### config.mk
export PLATFORM = sky130hd
export DESIGN_NAME = lpm_seq
export DESIGN_NICKNAME = d
export VERILOG_FILES = /design/src/rtl/lpm_pkg.sv /design/src/rtl/lpm_legal.sv /design/src/rtl/lpm_exit_timer.sv /design/src/rtl/lpm_seq.sv
export SDC_FILE = /design/constraint.sdc
export NUM_CORES = 1
export LEC_CHECK = 0
export ABC_AREA = 1
export BUFFER_PORTS_ARGS = -buffer_cell sky130_fd_sc_hd__buf_2
export CAP_MARGIN = 25
export CELL_PAD_IN_SITES_DETAIL_PLACEMENT = 0
export CELL_PAD_IN_SITES_GLOBAL_PLACEMENT = 1
export CORE_UTILIZATION = 34
export CTS_CLUSTER_SIZE = 10
export DETAILED_ROUTE_END_ITERATION = 8
export PLACE_DENSITY_LB_ADDON = 0.08
export SETUP_SLACK_MARGIN = 0.1
export SYNTH_ARGS = -nofsm -noshare
export SYNTH_HDL_FRONTEND = slang
export SYNTH_SLANG_ARGS = --single-unit
### constraint.sdc
create_clock -name clk -period 1.45 [get_ports clk]
set_input_delay 0.145 -clock clk [delete_from_list [all_inputs] [get_ports clk]]
set_output_delay 0.145 -clock clk [all_outputs]
set_load 0.03 [all_outputs]
### src/rtl/lpm_pkg.sv
package lpm_pkg;
  localparam int OPW = 3;

  localparam logic [OPW-1:0] OP_PD   = 3'd0;
  localparam logic [OPW-1:0] OP_SR   = 3'd1;
  localparam logic [OPW-1:0] OP_DPD  = 3'd2;
  localparam logic [OPW-1:0] OP_SUSP = 3'd3;
  localparam logic [OPW-1:0] OP_WAKE = 3'd4;

  typedef enum logic [2:0] {
    ST_ACT  = 3'd0,
    ST_PD   = 3'd1,
    ST_SR   = 3'd2,
    ST_DPD  = 3'd3,
    ST_SUSP = 3'd4,
    ST_XSR  = 3'd5
  } lp_st_e;

  // {cs_n, ras_n, cas_n, we_n}
  typedef logic [3:0] bus_cmd_t;
  localparam bus_cmd_t CMD_INH  = 4'b1111;
  localparam bus_cmd_t CMD_NOP  = 4'b0111;
  localparam bus_cmd_t CMD_AREF = 4'b0001;
  localparam bus_cmd_t CMD_BST  = 4'b0110;
endpackage

### src/rtl/lpm_legal.sv
module lpm_legal
  import lpm_pkg::*;
(
  input  lp_st_e         cur_st,
  input  logic [OPW-1:0] op,
  input  logic           busy_rw,
  output logic           legal,
  output lp_st_e         nxt_st,
  output logic           nxt_cke,
  output bus_cmd_t       nxt_cmd
);
  logic idle_ok;
  assign idle_ok = (cur_st == ST_ACT) && !busy_rw;

  always_comb begin
    legal   = 1'b0;
    nxt_st  = cur_st;
    nxt_cke = 1'b0;
    nxt_cmd = CMD_INH;
    unique case (op)
      OP_PD: if (idle_ok) begin
        legal = 1'b1; nxt_st = ST_PD; nxt_cmd = CMD_NOP;
      end
      OP_SR: if (idle_ok) begin
        legal = 1'b1; nxt_st = ST_SR; nxt_cmd = CMD_AREF;
      end
      OP_DPD: if (idle_ok) begin
        legal = 1'b1; nxt_st = ST_DPD; nxt_cmd = CMD_BST;
      end
      OP_SUSP: if (cur_st == ST_ACT && busy_rw) begin
        legal = 1'b1; nxt_st = ST_SUSP; nxt_cmd = CMD_NOP;
      end
      OP_WAKE: begin
        if (cur_st == ST_PD || cur_st == ST_DPD || cur_st == ST_SUSP) begin
          legal = 1'b1; nxt_st = ST_ACT; nxt_cke = 1'b1; nxt_cmd = CMD_NOP;
        end else if (cur_st == ST_SR) begin
          legal = 1'b1; nxt_st = ST_XSR; nxt_cke = 1'b1; nxt_cmd = CMD_NOP;
        end
      end
      default: legal = 1'b0;
    endcase
  end
endmodule

### src/rtl/lpm_exit_timer.sv
module lpm_exit_timer #(
  parameter int WIN = 2
) (
  input  logic clk,
  input  logic rst_n,
  input  logic load,
  output logic done
);
  localparam int CW = (WIN < 2) ? 1 : $clog2(WIN);
  localparam logic [CW-1:0] START = CW'(WIN - 1);

  logic [CW-1:0] cnt_q;

  always_ff @(posedge clk or negedge rst_n) begin
    if (!rst_n)             cnt_q <= '0;
    else if (load)          cnt_q <= START;
    else if (cnt_q != '0)   cnt_q <= cnt_q - 1'b1;
  end

  assign done = (cnt_q == '0);
endmodule

### src/rtl/lpm_seq.sv
module lpm_seq
  import lpm_pkg::*;
#(
  parameter int TXSR = 4
) (
  input  logic           clk,
  input  logic           rst_n,
  input  logic           req_valid,
  output logic           req_ready,
  input  logic [OPW-1:0] req_op,
  input  logic           busy_rw,
  output logic           cke,
  output logic           cs_n,
  output logic           ras_n,
  output logic           cas_n,
  output logic           we_n,
  output logic           err,
  output logic           dev_idle,
  output logic [2:0]     dev_state
);
  localparam int WIN = (TXSR < 2) ? 2 : TXSR;

  lp_st_e   st_q;
  logic     cke_q;
  bus_cmd_t cmd_q;
  logic     err_q;

  logic     legal;
  lp_st_e   nxt_st;
  logic     nxt_cke;
  bus_cmd_t nxt_cmd;
  logic     accept;
  logic     tmr_load;
  logic     tmr_done;

  assign req_ready = (st_q != ST_XSR);
  assign accept    = req_valid && req_ready;
  assign tmr_load  = accept && legal && (nxt_st == ST_XSR);

  lpm_legal u_legal (
    .cur_st  (st_q),
    .op      (req_op),
    .busy_rw (busy_rw),
    .legal   (legal),
    .nxt_st  (nxt_st),
    .nxt_cke (nxt_cke),
    .nxt_cmd (nxt_cmd)
  );

  lpm_exit_timer #(.WIN(WIN)) u_timer (
    .clk   (clk),
    .rst_n (rst_n),
    .load  (tmr_load),
    .done  (tmr_done)
  );

  always_ff @(posedge clk or negedge rst_n) begin
    if (!rst_n) begin
      st_q  <= ST_ACT;
      cke_q <= 1'b1;
      cmd_q <= CMD_INH;
      err_q <= 1'b0;
    end else begin
      err_q <= 1'b0;
      cmd_q <= CMD_INH;
      if (accept && legal) begin
        st_q  <= nxt_st;
        cke_q <= nxt_cke;
        cmd_q <= nxt_cmd;
      end else if (accept) begin
        err_q <= 1'b1;
      end else if (st_q == ST_XSR) begin
        if (tmr_done) st_q <= ST_ACT;
        else          cmd_q <= CMD_NOP;
      end
    end
  end

  assign cke       = cke_q;
  assign {cs_n, ras_n, cas_n, we_n} = cmd_q;
  assign err       = err_q;
  assign dev_idle  = (st_q == ST_ACT);
  assign dev_state = st_q;
endmodule

==> results.sh, run 1 <==
export IMPL_final_min_clock_period_ps=1410
export IMPL_synth_top_area_cell="dfrtp_1"
export IMPL_path_delay_family="flip-flops"
export IMPL_area_growth_pct=46.4
export IMPL_routed_via_count=649
export IMPL_critPathKind="reg -> out"
export IMPL_fillCellCount=196
export IMPL_worstSetupEndpointType="output port"
export IMPL_htree_num_levels=1
export IMPL_slowest_delay_ps=420
export IMPL_syn_nets=92
export IMPL_clkTransAtPathRegs_ps=80
export IMPL_grtUsageMet3_pct=1.20
export IMPL_setup_violations=0
export IMPL_drive_gt1_share_pct=51.8
export IMPL_status="finished, final reports clean"
export IMPL_yosys_warnings=0
export IMPL_synth_cells=84
export IMPL_cts_buffer_depth=2
export IMPL_ys_flop_type="dfrtp_1"
export IMPL_nets=121
export IMPL_via_per_inst=4.74
export IMPL_grt_pass1_wl_mm=2.33
export IMPL_worstHoldPathType="in -> reg"
export IMPL_slew_headroom_pct=80.6
export IMPL_first_global_vias=566
export IMPL_final_core_util_pct=52.8
export IMPL_place_hpwl_mm=1.15
export IMPL_ys_types=21
export IMPL_fmax_mhz=708
export IMPL_power_leakage_nw=0.457
export IMPL_hold_slack_ps=96.5
export IMPL_ys_ff_latch=10
export IMPL_portBuffers=17
export IMPL_final_max_slew_viol_count=0
export IMPL_maxCapViolCount=0
export IMPL_crit_chain="inv_2, nor3_4, buf_4, inv_2, buf_6"
export IMPL_fin_skew_ps=10.7
export IMPL_ys_seq_area_share_pct=41.0
export IMPL_clkLatencyLatePin_ps=270
export IMPL_drtPass1Iterations=4
export IMPL_synth_enable_flop_cells=0
export IMPL_ir_drop_uv=1020
export IMPL_met1_usage_pct=21.3
export IMPL_slowest_stage="dfrtp_2"
export IMPL_totalWireLength_mm=1.50
export IMPL_grtUsageTotal_pct=16.3
export IMPL_grt_overflow=0
export IMPL_async_reset_ff_share_pct=100
export IMPL_syn_area_um2=623
export IMPL_root_buffer="clkbuf_4"
export IMPL_timing_critical_path_mode_cell="inv_2"
export IMPL_setup_tns_ps=0
export IMPL_powerDensity_nw_per_um2=2130
export IMPL_n_antenna_cell=0
export IMPL_coreArea_um2=1730
export IMPL_grt_max_degree=11
export IMPL_final_period_utilization_pct=97.3
export IMPL_wire_per_inst_um=11.0
export IMPL_start_util_pct=36.1
export IMPL_antenna_found_initial=0
export IMPL_path_buf_inv=4
export IMPL_cts_sinks=10
export IMPL_cts_buffers=3
export IMPL_grtUsageMet2_pct=26.8
export IMPL_seq_area_um2=259
export IMPL_die_w_um=44.8
export IMPL_syn_avg_cell_area_um2=7.42
export IMPL_rsz0062_at_grt="yes"
export IMPL_setup_ws_ps=38.5
export IMPL_multi_input_area_um2=368
export IMPL_yosys_top_cells_area="dfrtp_1 24%, dfstp_2 17%, nand2_1 14%, nand3_1 8.0%, inv_1 7.2%"
export IMPL_critPathRequiredTime_ps=1310
export IMPL_dieHeight_um=44.8
export IMPL_drc=0
export IMPL_place_ws_ps=55.8
export IMPL_busiest_layer="met2"
export IMPL_post_synth_top_area_fraction_pct=24.1
export IMPL_io_pin_count=18
export IMPL_cts_tree="yes"
export IMPL_ant_nets=0
export IMPL_drt_iter0_drc=9
export IMPL_hold_viol=0
export IMPL_crit_path_max_fanout=5
export IMPL_gp_congestion=0.749
export IMPL_cp_start_kind="flip-flop"
export IMPL_row_count=15
export IMPL_tightestPinTransition_ps=289
export IMPL_arrival_ps=1270
export IMPL_dieArea_um2=2010
-- repair_timing --
item	in CTS	in global routing
pin swaps	3	5
resized for setup	7	15
gates cloned	0	1
setup buffers	3	0
hold endpoints to repair	10	0
setup endpoints to repair	10	12
hold buffers	1	0
-- metal layers --
layer	vias up	part of all wire, %
met3	4	3.5
met4	0	1.5
li1	326	-
met1	302	45
met2	17	49
met5	-	0
-- cells in the final DEF, fill, tap and decap left out, drive strengths merged --
| master | instances |
|---|---|
| nor2 | 8 |
| dfrtp | 6 |
| buf | 23 |
| dfstp | 4 |
| a21oi | 2 |
| clkinvlp | 1 |
| dlygate4sd3 | 1 |
| xor2 | 1 |
| nor3 | 2 |
| nand4 | 1 |
| o21ai | 7 |
| nand2 | 26 |
| inv | 14 |
| clkbuf | 4 |
| nand3 | 11 |
| ha | 1 |
-- power by group --
group          leakage, nW  switching, mW  internal (mW)
clock               0.0210          0.107          0.153
sequential           0.112          0.108          0.396
combinational        0.324          0.746          0.435
total                0.457          0.961          0.983
-- cell type report --
| type | instances | area share [%] |
|---|---|---|
| multi-input cells | 59 | 40.3 |
| flip-flops and latches | 10 | 28.4 |
| repair buffers | 24 | 16.7 |
| inverters | 15 | 7.13 |
| clock buffers | 4 | 3.98 |
| well taps | 25 | 3.43 |
-- worst reg2reg max path: stages, from the launching register on --
cell     delay [ps]
dfrtp_2         450
buf_4           170
o21ai_2         120
nand3_2         120
nand3_4         140
nand2_4         100
nand3_2          90
o21ai_2          60
-- flip-flops by register name, indices dropped and copies added, names as in the netlist --
| signal | count |
|---|---|
| u_timer.cnt_q | 2 |
| cke | 1 |
| cmd_q | 3 |
| dev_state | 3 |
| err | 1 |
-- cell usage after synthesis, types with 2 or more instances --
| cell | n |
|---|---|
| o21ai_0 | 7 |
| nand3_1 | 10 |
| nor2_1 | 5 |
| dfstp_2 | 4 |
| nand2_1 | 23 |
| dfrtp_1 | 6 |
| nor2_2 | 2 |
| inv_2 | 3 |
| inv_1 | 12 |
-- through the flow --
| stage | power, mW | std cells | instance area (um2) |
|---|---|---|---|
| floorplan | 1.23 | 84 | 641 |
| global placement | 1.51 | 128 | 772 |
| detailed placement | 1.50 | 128 | 772 |
| CTS | 1.83 | 136 | 852 |
| global route | 2.09 | 137 | 912 |
| finish | 1.94 | 137 | 912 |
-- kinds of logic (layout without fill, tap and decap cells) --
| kind of cell | after synthesis | after routing | share of synthesized area, % |
|---|---|---|---|
| DFF | 10 | 10 | 41.0 |
| xor gates and xnor gates | 1 | 1 | 1.41 |
| buffers and inverters | 16 | 43 | 10.2 |
| adders and majority gates | 1 | 1 | 2.01 |
| AOI/OAI and AO/OA | 9 | 9 | 7.83 |
| and+or+nand+nor | 47 | 48 | 37.6 |
-- final timing paths --
kind / startpoint / end / slack [ps] / depth (start not counted)
min in group asynchronous: rst_n / dev_state[2] / 260 / 2
max in group asynchronous: rst_n / cmd_q[2] / 920 / 2
min: req_op[1] / cmd_q[0] / 100 / 2
max: dev_state[0] / req_ready / 40 / 5
min reg2reg: cke / cke / 470 / 2
max reg2reg: dev_state[0] / dev_state[0] / 100 / 7
Power figures use the tool's default switching activity.
==> inputs of run 2 (changes only) <==
--- a/config.mk
+++ b/config.mk
@@ -5,12 +5,11 @@
 export SDC_FILE = /design/constraint.sdc
 export NUM_CORES = 1
 export LEC_CHECK = 0
-export ABC_AREA = 1
 export BUFFER_PORTS_ARGS = -buffer_cell sky130_fd_sc_hd__buf_2
 export CAP_MARGIN = 25
 export CELL_PAD_IN_SITES_DETAIL_PLACEMENT = 0
 export CELL_PAD_IN_SITES_GLOBAL_PLACEMENT = 1
-export CORE_UTILIZATION = 34
+export CORE_UTILIZATION = 36
 export CTS_CLUSTER_SIZE = 10
 export DETAILED_ROUTE_END_ITERATION = 8
 export PLACE_DENSITY_LB_ADDON = 0.08
==> run 2 against run 1 <==
Compared with the run above: the run now ends with negative setup slack left; via count shrank 9.2%; die area shrank 7.3%; non-clock buffer count grew 9; final cell count shrank 18%; first-iteration DRC count grew 44%; design area shrank 0.55%; total power shrank 8.1%.
==> results.sh, run 2 <==
export IMPL_syn_avg_cell_area_um2=9.99
export IMPL_final_max_slew_viol_count=0
export IMPL_routed_via_count=589
export IMPL_htree_num_levels=1
export IMPL_setup_violations=10
export IMPL_hold_path_startpoint="req_op[0]"
export IMPL_powerDensity_nw_per_um2=1970
export IMPL_async_reset_ff_share_pct=100
export IMPL_synth_enable_flop_cells=0
export IMPL_ys_seq_area_share_pct=41.9
export IMPL_worstHoldPathType="in -> reg"
export IMPL_place_ws_ps=-215
export IMPL_post_synth_top_area_fraction_pct=24.6
export IMPL_slew_headroom_pct=67.5
export IMPL_setup_ws_ps=-181
export IMPL_cts_buffer_depth=2
export IMPL_totalWireLength_mm=1.33
export IMPL_crit_path_max_fanout=7
export IMPL_syn_nets=69
export IMPL_violations="negative setup slack"
export IMPL_place_hpwl_mm=1.09
export IMPL_hold_viol=0
export IMPL_arrival_ps=1820
export IMPL_critPathKind="reg -> reg"
export IMPL_portBuffers=17
export IMPL_grt_overflow=0
export IMPL_first_global_vias=549
export IMPL_nets=105
export IMPL_root_buffer="clkbuf_4"
export IMPL_drtPass1Iterations=4
export IMPL_antenna_found_initial=0
export IMPL_ys_flop_type="dfrtp_1"
export IMPL_final_min_clock_period_ps=1630
export IMPL_via_per_inst=5.26
export IMPL_dieHeight_um=43.1
export IMPL_rsz0062_at_grt="yes"
export IMPL_gp_congestion=0.779
export IMPL_power_leakage_nw=0.418
export IMPL_critPathRequiredTime_ps=1640
export IMPL_fin_skew_ps=4.63
export IMPL_final_period_utilization_pct=112
export IMPL_ys_types=34
export IMPL_ys_ff_latch=10
export IMPL_maxCapViolCount=0
export IMPL_syn_area_um2=609
export IMPL_grt_max_degree=11
export IMPL_grt_pass1_wl_mm=2.50
export IMPL_synth_top_area_cell="dfrtp_1"
export IMPL_n_antenna_cell=0
export IMPL_status="finished, violations left"
export IMPL_totalPowerFinal_mw=1.79
export IMPL_dieArea_um2=1860
export IMPL_dp_cells=107
export IMPL_io_pin_count=18
export IMPL_drt_iter0_drc=13
export IMPL_cts_tree="yes"
export IMPL_cts_setup_buffers=0
export IMPL_yosys_top_cells_area="dfrtp_1 25%, dfstp_2 17%, nand2_1 3.7%, mux2i_1 3.3%, inv_1 3.1%"
export IMPL_drive_gt1_share_pct=54.2
export IMPL_ant_nets=0
export IMPL_area_growth_pct=48.9
export IMPL_fillCellCount=143
export IMPL_drc=0
export IMPL_critPathLaunch="dev_state[1]"
export IMPL_cts_sinks=10
export IMPL_clkTransAtPathRegs_ps=70
export IMPL_tightestPinTransition_ps=487
export IMPL_clkLatencyLatePin_ps=260
export IMPL_die_w_um=43.1
export IMPL_row_count=14
export IMPL_fmax_mhz=613
export IMPL_final_core_util_pct=58.8
export IMPL_wire_per_inst_um=11.9
export IMPL_final_cell_mix="15 x buf_2, 15 x buf_4, 6 x nand2_1"
export IMPL_synth_cells=61
export IMPL_grtUsageTotal_pct=18.3
export IMPL_reg2reg_from="dev_state[1]"
export IMPL_coreArea_um2=1540
export IMPL_ir_drop_uv=1100
export IMPL_worstSetupEndpointType="flip-flop"
export IMPL_yosys_warnings=0
export IMPL_cts_buffers=3
export IMPL_cp_start_kind="flip-flop"
export IMPL_netlist_top_cells_count="6 x dfrtp_1, 6 x nand2_1, 5 x inv_1"
export IMPL_stdcell_count=112
export IMPL_start_util_pct=39.5
[run 2: changes by cell type after synthesis, moves of 3 or more]
cell     change
nand3_1      -7
nand2_1     -17
o21ai_0      -6
inv_1        -7
inv_2        -3
[run 2: cells by family after synthesis]
kind of cell | Yosys count | share of synthesized area (%)
AOI/OAI and AO/OA | 12 | 17.2
DFF | 10 | 41.9
xor gates and xnor gates | 1 | 1.44
buffers and inverters | 7 | 4.93
adders and majority gates | 1 | 2.05
and+or+nand+nor | 27 | 27.3
muxes | 3 | 5.13
[run 2: cell type report]
class,instances,area (um2),area share (%)
clock buffers,4,36.3,4.00
multi-input cells,44,353,38.9
repair buffers,33,220,24.3
flip-flops and latches,10,259,28.6
well taps,16,20.0,2.21
inverters,5,18.8,2.07
[run 2: path summary, 6_finish.rpt]
kind                                     to  slack, ps  depth (start not counted)
max                                     cke       -180                          4
min                                cmd_q[2]        180                          2
max reg2reg                             cke       -180                          4
min reg2reg                             cke        470                          2
max in group asynchronous          cmd_q[3]        930                          2
min in group asynchronous  u_timer.cnt_q[1]        270                          2
[run 2: stage by stage]
step	hold slack, ps	setup TNS [ps]	cell area (um2)
after detailed placement	16.6	-1540	828
final	175	-1440	907
after global routing	179	-2310	907
after global placement	13.4	-1330	828
after CTS	168	-1640	902
after floorplan	-151	-1970	622
[run 2: routing by layer]
metal	GRT usage (%)	wire, um	vias to the layer above
met5	0	0	-
met2	29.3	607	17
met1	22.9	641	274
met3	6.38	69	2
met4	5.45	11	0
li1	-	-	296
[run 2: timing repair]
item | 4_1_cts | 5_1_grt
hold buffers | 1 | 0
hold endpoints to repair | 10 | 0
setup endpoints to repair | 12 | 12
gates resized for setup | 8 | 1
pin swaps | 5 | 4
[run 2: worst max-delay path: stages, from the launching register on]
cell	delay, ps
dfrtp_2	400
or3_4	380
a211o_1	290
a21oi_4	270
mux2i_1	210
[run 2: where the power goes]
part | internal, mW | leakage [nW] | switching [mW]
Sequential | 0.397 | 0.113 | 0.0589
Combinational | 0.496 | 0.284 | 0.590
Clock | 0.152 | 0.0210 | 0.0908
